## src/rtl/pcm_sfs_pkg.sv

```systemverilog
package pcm_sfs_pkg;
    typedef enum logic [1:0] {
        TX_IDLE  = 2'd0,
        TX_ARMED = 2'd1,
        TX_SHIFT = 2'd2
    } tx_state_t;

    typedef enum logic [1:0] {
        RX_IDLE    = 2'd0,
        RX_ARMED   = 2'd1,
        RX_CAPTURE = 2'd2
    } rx_state_t;
endpackage

```

## src/rtl/pcm_sfs_edge.sv

```systemverilog
// Synchronizes a slow asynchronous input and emits a one-cycle pulse on
// the selected edge. STAGES must be at least 2.
module pcm_sfs_edge #(
    parameter int STAGES  = 2,
    parameter bit FALLING = 1'b0
) (
    input  logic clk,
    input  logic rst_n,
    input  logic din,
    output logic pulse
);
    logic [STAGES-1:0] pipe_q;
    logic              prev_q;
    logic              level;

    always_ff @(posedge clk) begin
        if (!rst_n) begin
            pipe_q <= '0;
            prev_q <= 1'b0;
        end else begin
            pipe_q[0] <= din;
            for (int i = 1; i < STAGES; i++) begin
                pipe_q[i] <= pipe_q[i-1];
            end
            prev_q <= pipe_q[STAGES-1];
        end
    end

    assign level = pipe_q[STAGES-1];

    generate
        if (FALLING) begin : g_fall
            assign pulse = ~level & prev_q;
        end else begin : g_rise
            assign pulse = level & ~prev_q;
        end
    endgenerate
endmodule

```

## src/rtl/pcm_sfs_tx.sv

```systemverilog
module pcm_sfs_tx
    import pcm_sfs_pkg::*;
#(
    parameter int WORD_W = 8
) (
    input  logic              clk,
    input  logic              rst_n,
    input  logic              bclk_rise,
    input  logic              fs_rise,
    input  logic [WORD_W-1:0] word_in,
    input  logic              word_wr,
    output logic              sdata,
    output logic              sdata_oe
);
    localparam int CNT_W = (WORD_W > 1) ? $clog2(WORD_W) : 1;
    localparam logic [CNT_W-1:0] LAST = CNT_W'(WORD_W - 1);

    tx_state_t         st_q, st_d;
    logic [WORD_W-1:0] hold_q, shift_q;
    logic [CNT_W-1:0]  idx_q;

    // next state
    always_comb begin
        st_d = st_q;
        if (fs_rise) begin
            st_d = TX_ARMED;
        end else begin
            unique case (st_q)
                TX_IDLE:  st_d = TX_IDLE;
                TX_ARMED: if (bclk_rise) st_d = TX_SHIFT;
                TX_SHIFT: if (bclk_rise && idx_q == LAST) st_d = TX_IDLE;
                default:  st_d = TX_IDLE;
            endcase
        end
    end

    // state register
    always_ff @(posedge clk) begin
        if (!rst_n) st_q <= TX_IDLE;
        else        st_q <= st_d;
    end

    // holding and shift registers
    always_ff @(posedge clk) begin
        if (!rst_n) begin
            hold_q  <= '0;
            shift_q <= '0;
            idx_q   <= '0;
        end else begin
            if (word_wr) hold_q <= word_in;
            if (fs_rise) begin
                shift_q <= hold_q;
                idx_q   <= '0;
            end else if (st_q == TX_SHIFT && bclk_rise && idx_q != LAST) begin
                shift_q <= shift_q << 1;
                idx_q   <= idx_q + 1'b1;
            end
        end
    end

    // outputs
    always_comb begin
        sdata_oe = (st_q == TX_SHIFT);
        sdata    = sdata_oe ? shift_q[WORD_W-1] : 1'b0;
    end

    assert_oe_opens_on_edge_R2: assert property (@(posedge clk) disable iff (!rst_n)
        $rose(sdata_oe) |-> $past(bclk_rise));

    assert_bit_held_in_slot_R2: assert property (@(posedge clk) disable iff (!rst_n)
        (sdata_oe && $past(sdata_oe) && !$past(bclk_rise) && !$past(fs_rise)) |-> $stable(sdata));

    assert_oe_closes_on_event_R3: assert property (@(posedge clk) disable iff (!rst_n)
        $fell(sdata_oe) |-> $past(bclk_rise || fs_rise));
endmodule

```

## src/rtl/pcm_sfs_rx.sv

```systemverilog
module pcm_sfs_rx
    import pcm_sfs_pkg::*;
#(
    parameter int WORD_W = 8
) (
    input  logic              clk,
    input  logic              rst_n,
    input  logic              bclk_fall,
    input  logic              fs_rise,
    input  logic              sdata,
    output logic [WORD_W-1:0] word_out,
    output logic              word_vld
);
    localparam int CNT_W = (WORD_W > 1) ? $clog2(WORD_W) : 1;
    localparam logic [CNT_W-1:0] LAST = CNT_W'(WORD_W - 1);

    rx_state_t         st_q, st_d;
    logic [WORD_W-1:0] shift_q, word_q;
    logic [WORD_W-1:0] shift_nxt;
    logic [CNT_W-1:0]  cnt_q;
    logic              vld_q;

    assign shift_nxt = {shift_q[WORD_W-2:0], sdata};

    // next state
    always_comb begin
        st_d = st_q;
        if (fs_rise) begin
            st_d = RX_ARMED;
        end else begin
            unique case (st_q)
                RX_IDLE:    st_d = RX_IDLE;
                RX_ARMED:   if (bclk_fall) st_d = RX_CAPTURE;
                RX_CAPTURE: if (bclk_fall && cnt_q == LAST) st_d = RX_IDLE;
                default:    st_d = RX_IDLE;
            endcase
        end
    end

    // state register
    always_ff @(posedge clk) begin
        if (!rst_n) st_q <= RX_IDLE;
        else        st_q <= st_d;
    end

    // capture path
    always_ff @(posedge clk) begin
        if (!rst_n) begin
            shift_q <= '0;
            word_q  <= '0;
            cnt_q   <= '0;
            vld_q   <= 1'b0;
        end else begin
            vld_q <= 1'b0;
            if (fs_rise) begin
                cnt_q <= '0;
            end else if (bclk_fall && st_q != RX_IDLE) begin
                shift_q <= shift_nxt;
                if (st_q == RX_CAPTURE && cnt_q == LAST) begin
                    word_q <= shift_nxt;
                    vld_q  <= 1'b1;
                    cnt_q  <= '0;
                end else begin
                    cnt_q <= cnt_q + 1'b1;
                end
            end
        end
    end

    // outputs
    always_comb begin
        word_out = word_q;
        word_vld = vld_q;
    end

    assert_strobe_one_cycle_R7: assert property (@(posedge clk) disable iff (!rst_n)
        word_vld |=> !word_vld);

    assert_strobe_follows_fall_R7: assert property (@(posedge clk) disable iff (!rst_n)
        word_vld |-> $past(bclk_fall));

    assert_word_held_R7: assert property (@(posedge clk) disable iff (!rst_n)
        !word_vld |-> $stable(word_out));
endmodule

```

## src/rtl/pcm_sfs_port.sv

```systemverilog
module pcm_sfs_port #(
    parameter int WORD_W      = 8,
    parameter int SYNC_STAGES = 2
) (
    input  logic              clk,
    input  logic              rst_n,
    input  logic              sync_mode,
    input  logic              tx_bclk,
    input  logic              tx_fsync,
    input  logic [WORD_W-1:0] tx_word,
    input  logic              tx_word_wr,
    output logic              tx_sdata,
    output logic              tx_sdata_oe,
    input  logic              rx_bclk,
    input  logic              rx_fsync,
    input  logic              rx_sdata,
    output logic [WORD_W-1:0] rx_word,
    output logic              rx_word_vld
);
    logic tx_bclk_rise, tx_fs_rise;
    logic rx_bclk_fall, rx_fs_rise;
    logic rx_clk_src;
    logic [SYNC_STAGES-1:0] din_pipe_q;

    // receive clock source selection
    assign rx_clk_src = sync_mode ? tx_bclk : rx_bclk;

    pcm_sfs_edge #(.STAGES(SYNC_STAGES), .FALLING(1'b0)) u_tx_bclk (
        .clk(clk), .rst_n(rst_n), .din(tx_bclk), .pulse(tx_bclk_rise));
    pcm_sfs_edge #(.STAGES(SYNC_STAGES), .FALLING(1'b0)) u_tx_fs (
        .clk(clk), .rst_n(rst_n), .din(tx_fsync), .pulse(tx_fs_rise));
    pcm_sfs_edge #(.STAGES(SYNC_STAGES), .FALLING(1'b1)) u_rx_bclk (
        .clk(clk), .rst_n(rst_n), .din(rx_clk_src), .pulse(rx_bclk_fall));
    pcm_sfs_edge #(.STAGES(SYNC_STAGES), .FALLING(1'b0)) u_rx_fs (
        .clk(clk), .rst_n(rst_n), .din(rx_fsync), .pulse(rx_fs_rise));

    // serial input delayed by the same depth as the clock edge path
    always_ff @(posedge clk) begin
        if (!rst_n) begin
            din_pipe_q <= '0;
        end else begin
            din_pipe_q[0] <= rx_sdata;
            for (int i = 1; i < SYNC_STAGES; i++) begin
                din_pipe_q[i] <= din_pipe_q[i-1];
            end
        end
    end

    pcm_sfs_tx #(.WORD_W(WORD_W)) u_tx (
        .clk(clk), .rst_n(rst_n),
        .bclk_rise(tx_bclk_rise), .fs_rise(tx_fs_rise),
        .word_in(tx_word), .word_wr(tx_word_wr),
        .sdata(tx_sdata), .sdata_oe(tx_sdata_oe));

    pcm_sfs_rx #(.WORD_W(WORD_W)) u_rx (
        .clk(clk), .rst_n(rst_n),
        .bclk_fall(rx_bclk_fall), .fs_rise(rx_fs_rise),
        .sdata(din_pipe_q[SYNC_STAGES-1]),
        .word_out(rx_word), .word_vld(rx_word_vld));
endmodule

```

## config.mk

```make
export PLATFORM = sky130hd
export DESIGN_NAME = pcm_sfs_port
export DESIGN_NICKNAME = d
export VERILOG_FILES = /design/src/rtl/pcm_sfs_pkg.sv /design/src/rtl/pcm_sfs_edge.sv /design/src/rtl/pcm_sfs_tx.sv /design/src/rtl/pcm_sfs_rx.sv /design/src/rtl/pcm_sfs_port.sv
export SDC_FILE = /design/constraint.sdc
export NUM_CORES = 1
export LEC_CHECK = 0
export BUFFER_PORTS_ARGS = -buffer_cell sky130_fd_sc_hd__buf_2
export CORE_MARGIN = 2
export CORE_UTILIZATION = 52
export DETAILED_ROUTE_END_ITERATION = 8
export GPL_ROUTABILITY_DRIVEN = 1
export PLACE_DENSITY = 0.77
export SYNTH_ARGS = -nofsm -noshare
export SYNTH_HDL_FRONTEND = slang
export SYNTH_SLANG_ARGS = --single-unit
```

## constraint.sdc

```tcl
create_clock -name clk -period 1.96 [get_ports clk]
set_input_delay 0.392 -clock clk [delete_from_list [all_inputs] [get_ports clk]]
set_output_delay 0.392 -clock clk [all_outputs]
set_load 0.02 [all_outputs]
```

Word-level counts from Yosys, hierarchy flattened

Cells that the tools add are included.
W data, S select, Z words.

Add/subtract/negate cells: 2
Equal/unequal tests: 15
Mux-type cells: 14
Bitwise logic cells: 11
Reductions and logical operators: 17

Operator list:

| kind                  | number |
|---|---|
| $mux W8               | 2 |
| $reduce_and A2 Y1     | 5 |
| $ne A3 B2 Y1 const B  | 3 |
| $mux W2               | 4 |
| $ne A2 B1 Y1 const B  | 4 |
| $pmux W2 S2           | 2 |
| $not A1 Y1            | 7 |
| $add A3 B1 Y3 const B | 2 |
| $eq A3 B3 Y1 const B  | 2 |
| $logic_and A1 B1 Y1   | 6 |
| $mux W1               | 5 |
| $and A1 B1 Y1         | 4 |
| $eq A2 B1 Y1 const B  | 2 |
| $eq A2 B2 Y1 const B  | 2 |
| $reduce_bool A2 Y1    | 2 |
| $reduce_or A2 Y1      | 2 |
| $mux W3               | 1 |
| $ne A3 B1 Y1 const B  | 1 |
| $ne A3 B3 Y1 const B  | 1 |
| $reduce_and A3 Y1     | 1 |
| $reduce_or A3 Y1      | 1 |

Bits in registers: 56
Bits of input ports: 17
Output and inout bits: 11
Logic and storage cells: 79

Logic depth before layout (Yosys ltp)

Gate-level depths: netlist of the first run.

Word-level depth: 6
Mapped depth: 5
Mapped depth without buffers: 5

Modules after synthesis

Synthesis of the first run repeated with hierarchy kept, for this count alone.

Cells, all modules: 220
Area total of the unflattened synthesis: 2218.4 µm²

By module, submodules not included:

| module                     | instances | cells an instance | area each (µm²) | sequential area each (µm²) |
|---|---|---|---|---|
| pcm_sfs_rx                 | 1         | 103               | 915.9           | 420.4 |
| pcm_sfs_tx                 | 1         | 84                | 868.3           | 420.4 |
| pcm_sfs_edge (u_rx_fs ...) | 3         | 7                 | 92.6            | 60.1 |
| pcm_sfs_edge (u_rx_bclk)   | 1         | 7                 | 88.8            | 60.1 |
| pcm_sfs_port               | 1         | 5                 | 67.6            | 40.0 |

Worst setup path before layout of the first run

Ideal clock, no wire load.

Path kind: register to register
Start: register u_rx.cnt_q[0]
End: register u_rx.word_q[0] (netlist: u_rx.word_out[0])
Library setup time: 0.072 ns
Arrival time: 1.381 ns
Data required time: 1.888 ns
Slack: 0.507 ns
Cell stages (with the launch flop): 6
Period minus slack after synthesis: 1.453 ns
Cell sequence: dfxtp_1 -> ha_1 -> ha_1 -> nand3b_4 -> nor3_4 -> mux2i_1

Word-level cells in the longest chain between the ends: 3

Ends and longest elaborated chain:

| what                               | RTL line         | source |
|---|---|---|
| from (decl)                        | pcm_sfs_rx.sv:20 | `logic [CNT_W-1:0] cnt_q;` |
| from (signal assigned)             | pcm_sfs_rx.sv:64 | `cnt_q <= cnt_q + 1'b1;` |
| $eq A3 B3 Y1                       | pcm_sfs_rx.sv:59 | `if (st_q == RX_CAPTURE && cnt_q == LAST) begin` |
| $logic_and A1 B1 Y1                | pcm_sfs_rx.sv:59 |  |
| $reduce_and A3 Y1 (no source line) | -                |  |
| to (signal assigned)               | pcm_sfs_rx.sv:60 | `word_q <= shift_nxt;` |
| to (decl)                          | pcm_sfs_rx.sv:18 | `logic [WORD_W-1:0] shift_q, word_q;` |

Every way passes these cells.
A chain may end at the register's enable or synchronous reset.

Final worst setup path of the first run

Start: register u_rx.cnt_q[0]
End: register u_rx.word_q[6] (netlist: u_rx.word_out[6])

The elaborated chain is that of the path after synthesis.

==> impl_metrics.yaml, run 1 <==
logic_synthesis:
  yosysTopAreaCell: "dfxtp_1"
  ys_warn_count: 0
  synth_edf_count: 0
  yosys.area_share.simple: 0.202
  yosys-top-cells-area: "dfxtp_1 (50%), mux2i_1 (7.6%), a21oi_1 (5.6%)"
  ys_seq_elements: 56
  syn_area_per_cell_um2: 9.43
  syn-num-nets: 257
  synth_most_common_cell: "dfxtp_1"
  synth_compound_area_frac: 0.158
  synth_top_family_by_area: "simple AND/OR/NAND/NOR gates"
  ys.flop_type: "dfxtp_1"
  async_flop_share: 0
  synth.area.mux_share: 0.0765
  syn_area_um2: 2220
  synthAdderAreaFrac: 0.0225
  seq_area_frac_synth: 0.504
  synthXorXnorAreaFrac: 0
  synth_common_cells: "dfxtp_1 (56), a21oi_1 (25), nand2_1 (20), o21ai_0 (20), mux2i_1 (17)"
  synthDominantCellAreaShare: 0.504
  postSynthCellCount: 236
  synth_cell_type_count: 33
setup_path:
  crit_path_top_delay_cell: "nor3_4"
  cp_data_arrival_time_ps: 1910
  timing.reg2reg.setup_slack_ps: 300
  criticalPathCategory: "flop to flop"
  required_ps: 2220
  worstReg2RegStart: "u_rx.cnt_q[0]"
  rr_worst_depth: 5
  crit_path_cell_trace: "ha_1 > ha_1 > nand3b_4 > nor3_4 > mux2i_1"
  cp_common_cell: "ha_1"
  crit_fanout: 8
  endpoint: "u_rx.word_out[6]"
  r2r_end: "u_rx.word_out[6]"
  cpPeakStageDelay_ps: 500
  cp-end-kind: "flop"
  critPathLaunch: "u_rx.cnt_q[0]"
  start_kind: "flop"
floorplanning:
  rows: 23
  die_area_um2: 4820
  ios: 28
  core-area_um2: 4060
  die_y_um: 69.4
  start_util: 0.548
  die_w_um: 69.4
sta:
  clock.fmax_mhz: 604
  holdWs_ps: 274
  fin_ws_ps: 305
  finalMaxSlewViolations: 0
  timing.max_slew.rel_slack: 0.561
  hold_viol_final: 0
  tightest_slew_ps: 656
  setup_viol: 0
  rsz0062_at_grt: "no"
  fin_skew_ps: 13.8
  period_share: 0.845
  tns_ps: 0
  min_period_ps: 1660
global_route:
  grt.total_usage: 0.169
  antenna_found_initial: 0
  grt_max_degree: 25
  grt-ovfl-total: 0
  grt_first_pass_wirelength_um: 6780
  grt_pass1_vias: 1553
final_layout:
  multiInputGateArea_um2: 1020
  register_area_um2: 1120
  fillers: 360
  area_growth_syn_to_layout_pct: 12.4
  drive_gt1_frac: 0.173
  stdcell_count: 310
  num-nets-final: 280
  diodes: 0
  post-route-util: 0.616
placed_design:
  gp_congestion: 0.796
  preCtsSetupSlack_ps: 303
  dp_hpwl_um: 2670
  place_inst: 302
  port_buffers: 27
clocking:
  cts-root-buf: "clkbuf_8"
  cts_inserted_buffers: 5
  clk_pin_slew_worst_paths_ps: 100
  cts_max_path_buffers: 2
  cts_setup_buffers: 0
  clk_latency_ps: 320
  cts.sinks: 56
  ctsResizeCount: 0
  cts_tree: "yes"
  htreeDepth: 2
  postCtsHoldBufs: 0
detailed_routing:
  wl_per_cell_um: 12.6
  dr.pass1.iters: 4
  num_vias: 1701
  drtIter0Drc: 152
  viasPerCell: 5.49
  routed_wl_um: 3910
  drc: 0
  ant_nets: 0
pwr:
  power.density_nw_per_um2: 823
  ir_drop_uv: 374
  p_leak_nw: 0.997
outcome:
  outcome: "finished, final reports clean"
min_path:
  hold_path_class: "input port to flop"
job:
  cap_violations: 0
report_power, final:
group          internal [W]  switching, W  total, W
logic             0.0000497     0.0000644  0.000114
registers           0.00117     0.0000171   0.00119
clock network      0.000386      0.000372  0.000758
total               0.00161      0.000453   0.00206
how the worst min path moves through the flow:
stage	start	endpoint	cells after the start
2_1_floorplan	din_pipe_q[0]	din_pipe_q[1]	1
6_report	tx_fsync	u_tx_fs.pipe_q[0]	2
4_1_cts	tx_fsync	u_tx_fs.pipe_q[0]	2
3_5_place_dp	din_pipe_q[0]	din_pipe_q[1]	1
3_3_place_gp	u_rx_bclk.pipe_q[0]	u_rx_bclk.pipe_q[1]	1
5_1_grt	rx_fsync	u_rx_fs.pipe_q[0]	2
per-layer routing:
layer	wire, um	part of all wire	track usage	vias up
li1	-	-	-	874
met1	2020	0.52	0.231	786
met2	1630	0.42	0.254	36
met3	190	0.049	0.0494	5
met4	59	0.015	0.0610	0
met5	0	0	0	-
cells by family (layout without fill, tap and decap cells):
| family | count (synthesis) | after routing |
|---|---|---|
| AOI/OAI and AO/OA | 63 | 63 |
| adders and majority gates | 4 | 4 |
| DFF | 56 | 56 |
| and+or+nand+nor | 77 | 77 |
| buffers and inverters | 19 | 43 |
| muxes | 17 | 17 |
sequential cells by signal, indices dropped and copies added, names as in the netlist:
register / cells
u_rx.word_out: 8
u_tx.hold_q: 8
u_tx.shift_q: 8
u_rx.shift_q: 7
u_rx.cnt_q: 3
u_tx.idx_q: 3
din_pipe_q: 2
u_rx.st_q: 2
u_rx_bclk.pipe_q: 2
u_rx_fs.pipe_q: 2
u_tx.st_q: 2
u_tx_bclk.pipe_q: 2
u_tx_fs.pipe_q: 2
u_rx.word_vld: 1
u_rx_bclk.prev_q: 1
u_rx_fs.prev_q: 1
u_tx_bclk.prev_q: 1
u_tx_fs.prev_q: 1
cell type report:
cell class	instances	area share
Sequential cell	56	0.448
Timing Repair Buffer	32	0.0691
Clock buffer	6	0.0290
Inverter	3	0.00450
Clock inverter	2	0.0155
Multi-Input combinational cell	161	0.408
Tap cell	50	0.0250
layout by cell type (no fill, tap or decap), types with 2 or more instances in the layout:
master / netlist / routed
a21oi_1: 25 / 25
nand3_1: 2 / 2
a31oi_1: 7 / 7
nand2b_1: 5 / 5
nand2_1: 20 / 20
clkinv_1: 2 / 2
buf_4: 0 / 5
nor2_1: 12 / 12
o31ai_1: 7 / 7
nor2b_1: 5 / 5
o211ai_1: 4 / 4
mux2i_1: 17 / 17
nand3b_1: 2 / 2
clkbuf_8: 0 / 5
nand4_1: 7 / 7
and2_1: 13 / 13
buf_2: 3 / 27
dfxtp_1: 56 / 56
ha_1: 4 / 4
o21ai_0: 20 / 20
stage by stage:
stage / power (W) / area (um2)
final: 0.00206 / 2500
after global routing: 0.00214 / 2500
after CTS: 0.00208 / 2500
after detailed placement: 0.00133 / 2390
after global placement: 0.00132 / 2390
after floorplan: 0.00129 / 2220
worst max-delay path, delay by kind of cell (launching register included):
kind	cells	cell delay, ps
and+or+nand+nor	2	610
muxes	1	250
adders and majority gates	2	380
DFF	1	370
(Power assumes the default switching activity.)
==> inputs of run 2 (changes only) <==
- ABC_AREA: unset -> 1
- CORE_UTILIZATION: 52 -> 51
- PLACE_DENSITY: 0.77 -> 0.78
- clock period: 1.96 -> 1.4 ns (I/O delays scaled with it)
==> impl_metrics.yaml, run 2 <==
outcome:
  outcome: "finished, final reports clean"
setup_path:
  worstReg2RegStart: "u_rx.cnt_q[0]"
  endpoint: "tx_sdata"
  critPathLaunch: "u_tx.st_q[1]"
  rr_worst_depth: 8
  start_kind: "flop"
  cp_data_arrival_time_ps: 1110
  required_ps: 1120
  r2r_end: "u_rx.word_out[4]"
  timing.reg2reg.setup_slack_ps: 50
  cp-end-kind: "output pin"
  crit_fanout: 4
  criticalPathCategory: "flop to output pin"
floorplanning:
  die_y_um: 69.5
  ios: 28
  rows: 23
  die_area_um2: 4840
  start_util: 0.540
  die_w_um: 69.5
  core-area_um2: 4060
global_route:
  met3_usage: 0.0349
  grt_first_pass_wirelength_um: 6530
  grt_max_degree: 37
  grt.total_usage: 0.163
  grt_pass1_vias: 1598
  busiest_layer: "met2"
  antenna_found_initial: 0
  use_met1: 0.205
  use_met2: 0.276
  grt-ovfl-total: 0
detailed_routing:
  wl_per_cell_um: 10.3
  ant_nets: 0
  viasPerCell: 4.85
  dr.pass1.iters: 4
  num_vias: 1863
  drc: 0
  routed_wl_um: 3940
  drtIter0Drc: 140
logic_synthesis:
  synth_most_common_cell: "nand2_1"
  yosys-top-cells-area: "dfxtp_1 (51%), nand2_1 (14%), nor2_1 (7.2%)"
  postSynthCellCount: 294
  yosysTopAreaCell: "dfxtp_1"
  ys_seq_elements: 56
  ys_warn_count: 0
  synthDominantCellAreaShare: 0.512
  synth_cell_type_count: 19
  async_flop_share: 0
  ys.flop_type: "dfxtp_1"
  syn-num-nets: 315
  seq_area_frac_synth: 0.512
  synth_edf_count: 0
  syn_area_um2: 2190
  syn_area_per_cell_um2: 7.45
  synth_common_cells: "nand2_1 (84), dfxtp_1 (56), nor2_1 (42)"
final_layout:
  area_growth_syn_to_layout_pct: 20.0
  fillers: 355
  layout_commonest_cell: "nand2_1"
  num-nets-final: 354
  drive_gt1_frac: 0.243
  diodes: 0
  final_cell_mix: "nand2_1 (75), dfxtp_1 (52), nor2_1 (41)"
  stdcell_count: 384
placed_design:
  port_buffers: 27
  place_inst: 369
  dp_hpwl_um: 2620
  gp_congestion: 0.810
pwr:
  ir_drop_uv: 842
  p_leak_nw: 1.26
  power.density_nw_per_um2: 1030
  total_power_w: 0.00271
sta:
  rsz0062_at_grt: "yes"
  tightest_slew_ps: 393
  hold_viol_final: 0
  period_share: 0.996
  timing.max_slew.rel_slack: 0.738
  setup_viol: 0
  holdWs_ps: 155
  min_period_ps: 1390
  finalMaxSlewViolations: 0
  clock.fmax_mhz: 717
  fin_skew_ps: 12.0
min_path:
  hold_path_class: "input port to flop"
clocking:
  cts_inserted_buffers: 5
  cts.sinks: 56
  cts-root-buf: "clkbuf_8"
  clk_pin_slew_worst_paths_ps: 100
  htreeDepth: 2
  cts_tree: "yes"
  postCtsHoldBufs: 0
  cts_max_path_buffers: 2
  clk_latency_ps: 310
job:
  cap_violations: 0
==> run 2: timing repair <==
action / in CTS / in global routing
setup buffers: 0 / 5
pin swaps: 0 / 7
setup endpoints to repair: 11 / 19
resized for setup: 2 / 29
cloned: 0 / 2
==> run 2: cell type report <==
cell class	count	area (um2)	share of cell area
clock buffer	5	68.8	0.0262
clock inverter	3	23.8	0.00904
inverter	39	146	0.0557
multi-input combinational	193	976	0.371
sequential	56	1130	0.429
tap	50	62.6	0.0238
timing repair buffer	38	224	0.0852
==> run 2: worst min path at each step <==
stage | start | endpoint | slack [ps] | cells after the start
floorplan | sync_mode | u_rx_bclk.pipe_q[0] | 370 | 1
global placement | u_rx_fs.pipe_q[0] | u_rx_fs.pipe_q[1] | 390 | 2
detailed placement | u_rx_fs.pipe_q[0] | u_rx_fs.pipe_q[1] | 400 | 2
CTS | tx_fsync | u_tx_fs.pipe_q[0] | 140 | 3
global route | rx_fsync | u_rx_fs.pipe_q[0] | 160 | 3
finish | tx_fsync | u_tx_fs.pipe_q[0] | 160 | 3
==> run 2: layer usage <==
layer / part of all wire / up-vias
met4: 0.011 / 0
met5: 0 / -
met1: 0.47 / 834
met3: 0.052 / 5
li1: - / 977
met2: 0.47 / 47
==> run 2: logic make-up after synthesis <==
group	synth area share
compound gates	0.0697
fa+ha+maj	0.0228
buf+inv	0.0862
flops	0.512
simple gates	0.310
==> run 2: critical path, stage by stage, from the launching register on <==
cell and delay (ps):
dfxtp_2 340, inv_2 40, nor2_4 150, inv_2 50, nor2_2 110, buf_6 120
==> run 2: metrics by stage <==
step | utilization | setup TNS [ps] | worst slack (ps) | cell area [um2]
finish | 0.648 | 0 | 5.36 | 2630
global route | 0.648 | -211 | -67.0 | 2630
CTS | 0.615 | 0 | 8.51 | 2490
detailed placement | 0.589 | -108 | -25.6 | 2390
global placement | 0.589 | 0 | 40.0 | 2390
floorplan | - | 0 | 70.4 | 2190
==> run 2: power by group <==
| group | leakage, nW | switching (W) | internal (W) |
|---|---|---|---|
| registers | 0.459 | 0.0000229 | 0.00164 |
| clock network | 0.0404 | 0.000509 | 0.000355 |
| logic | 0.763 | 0.000114 | 0.0000684 |
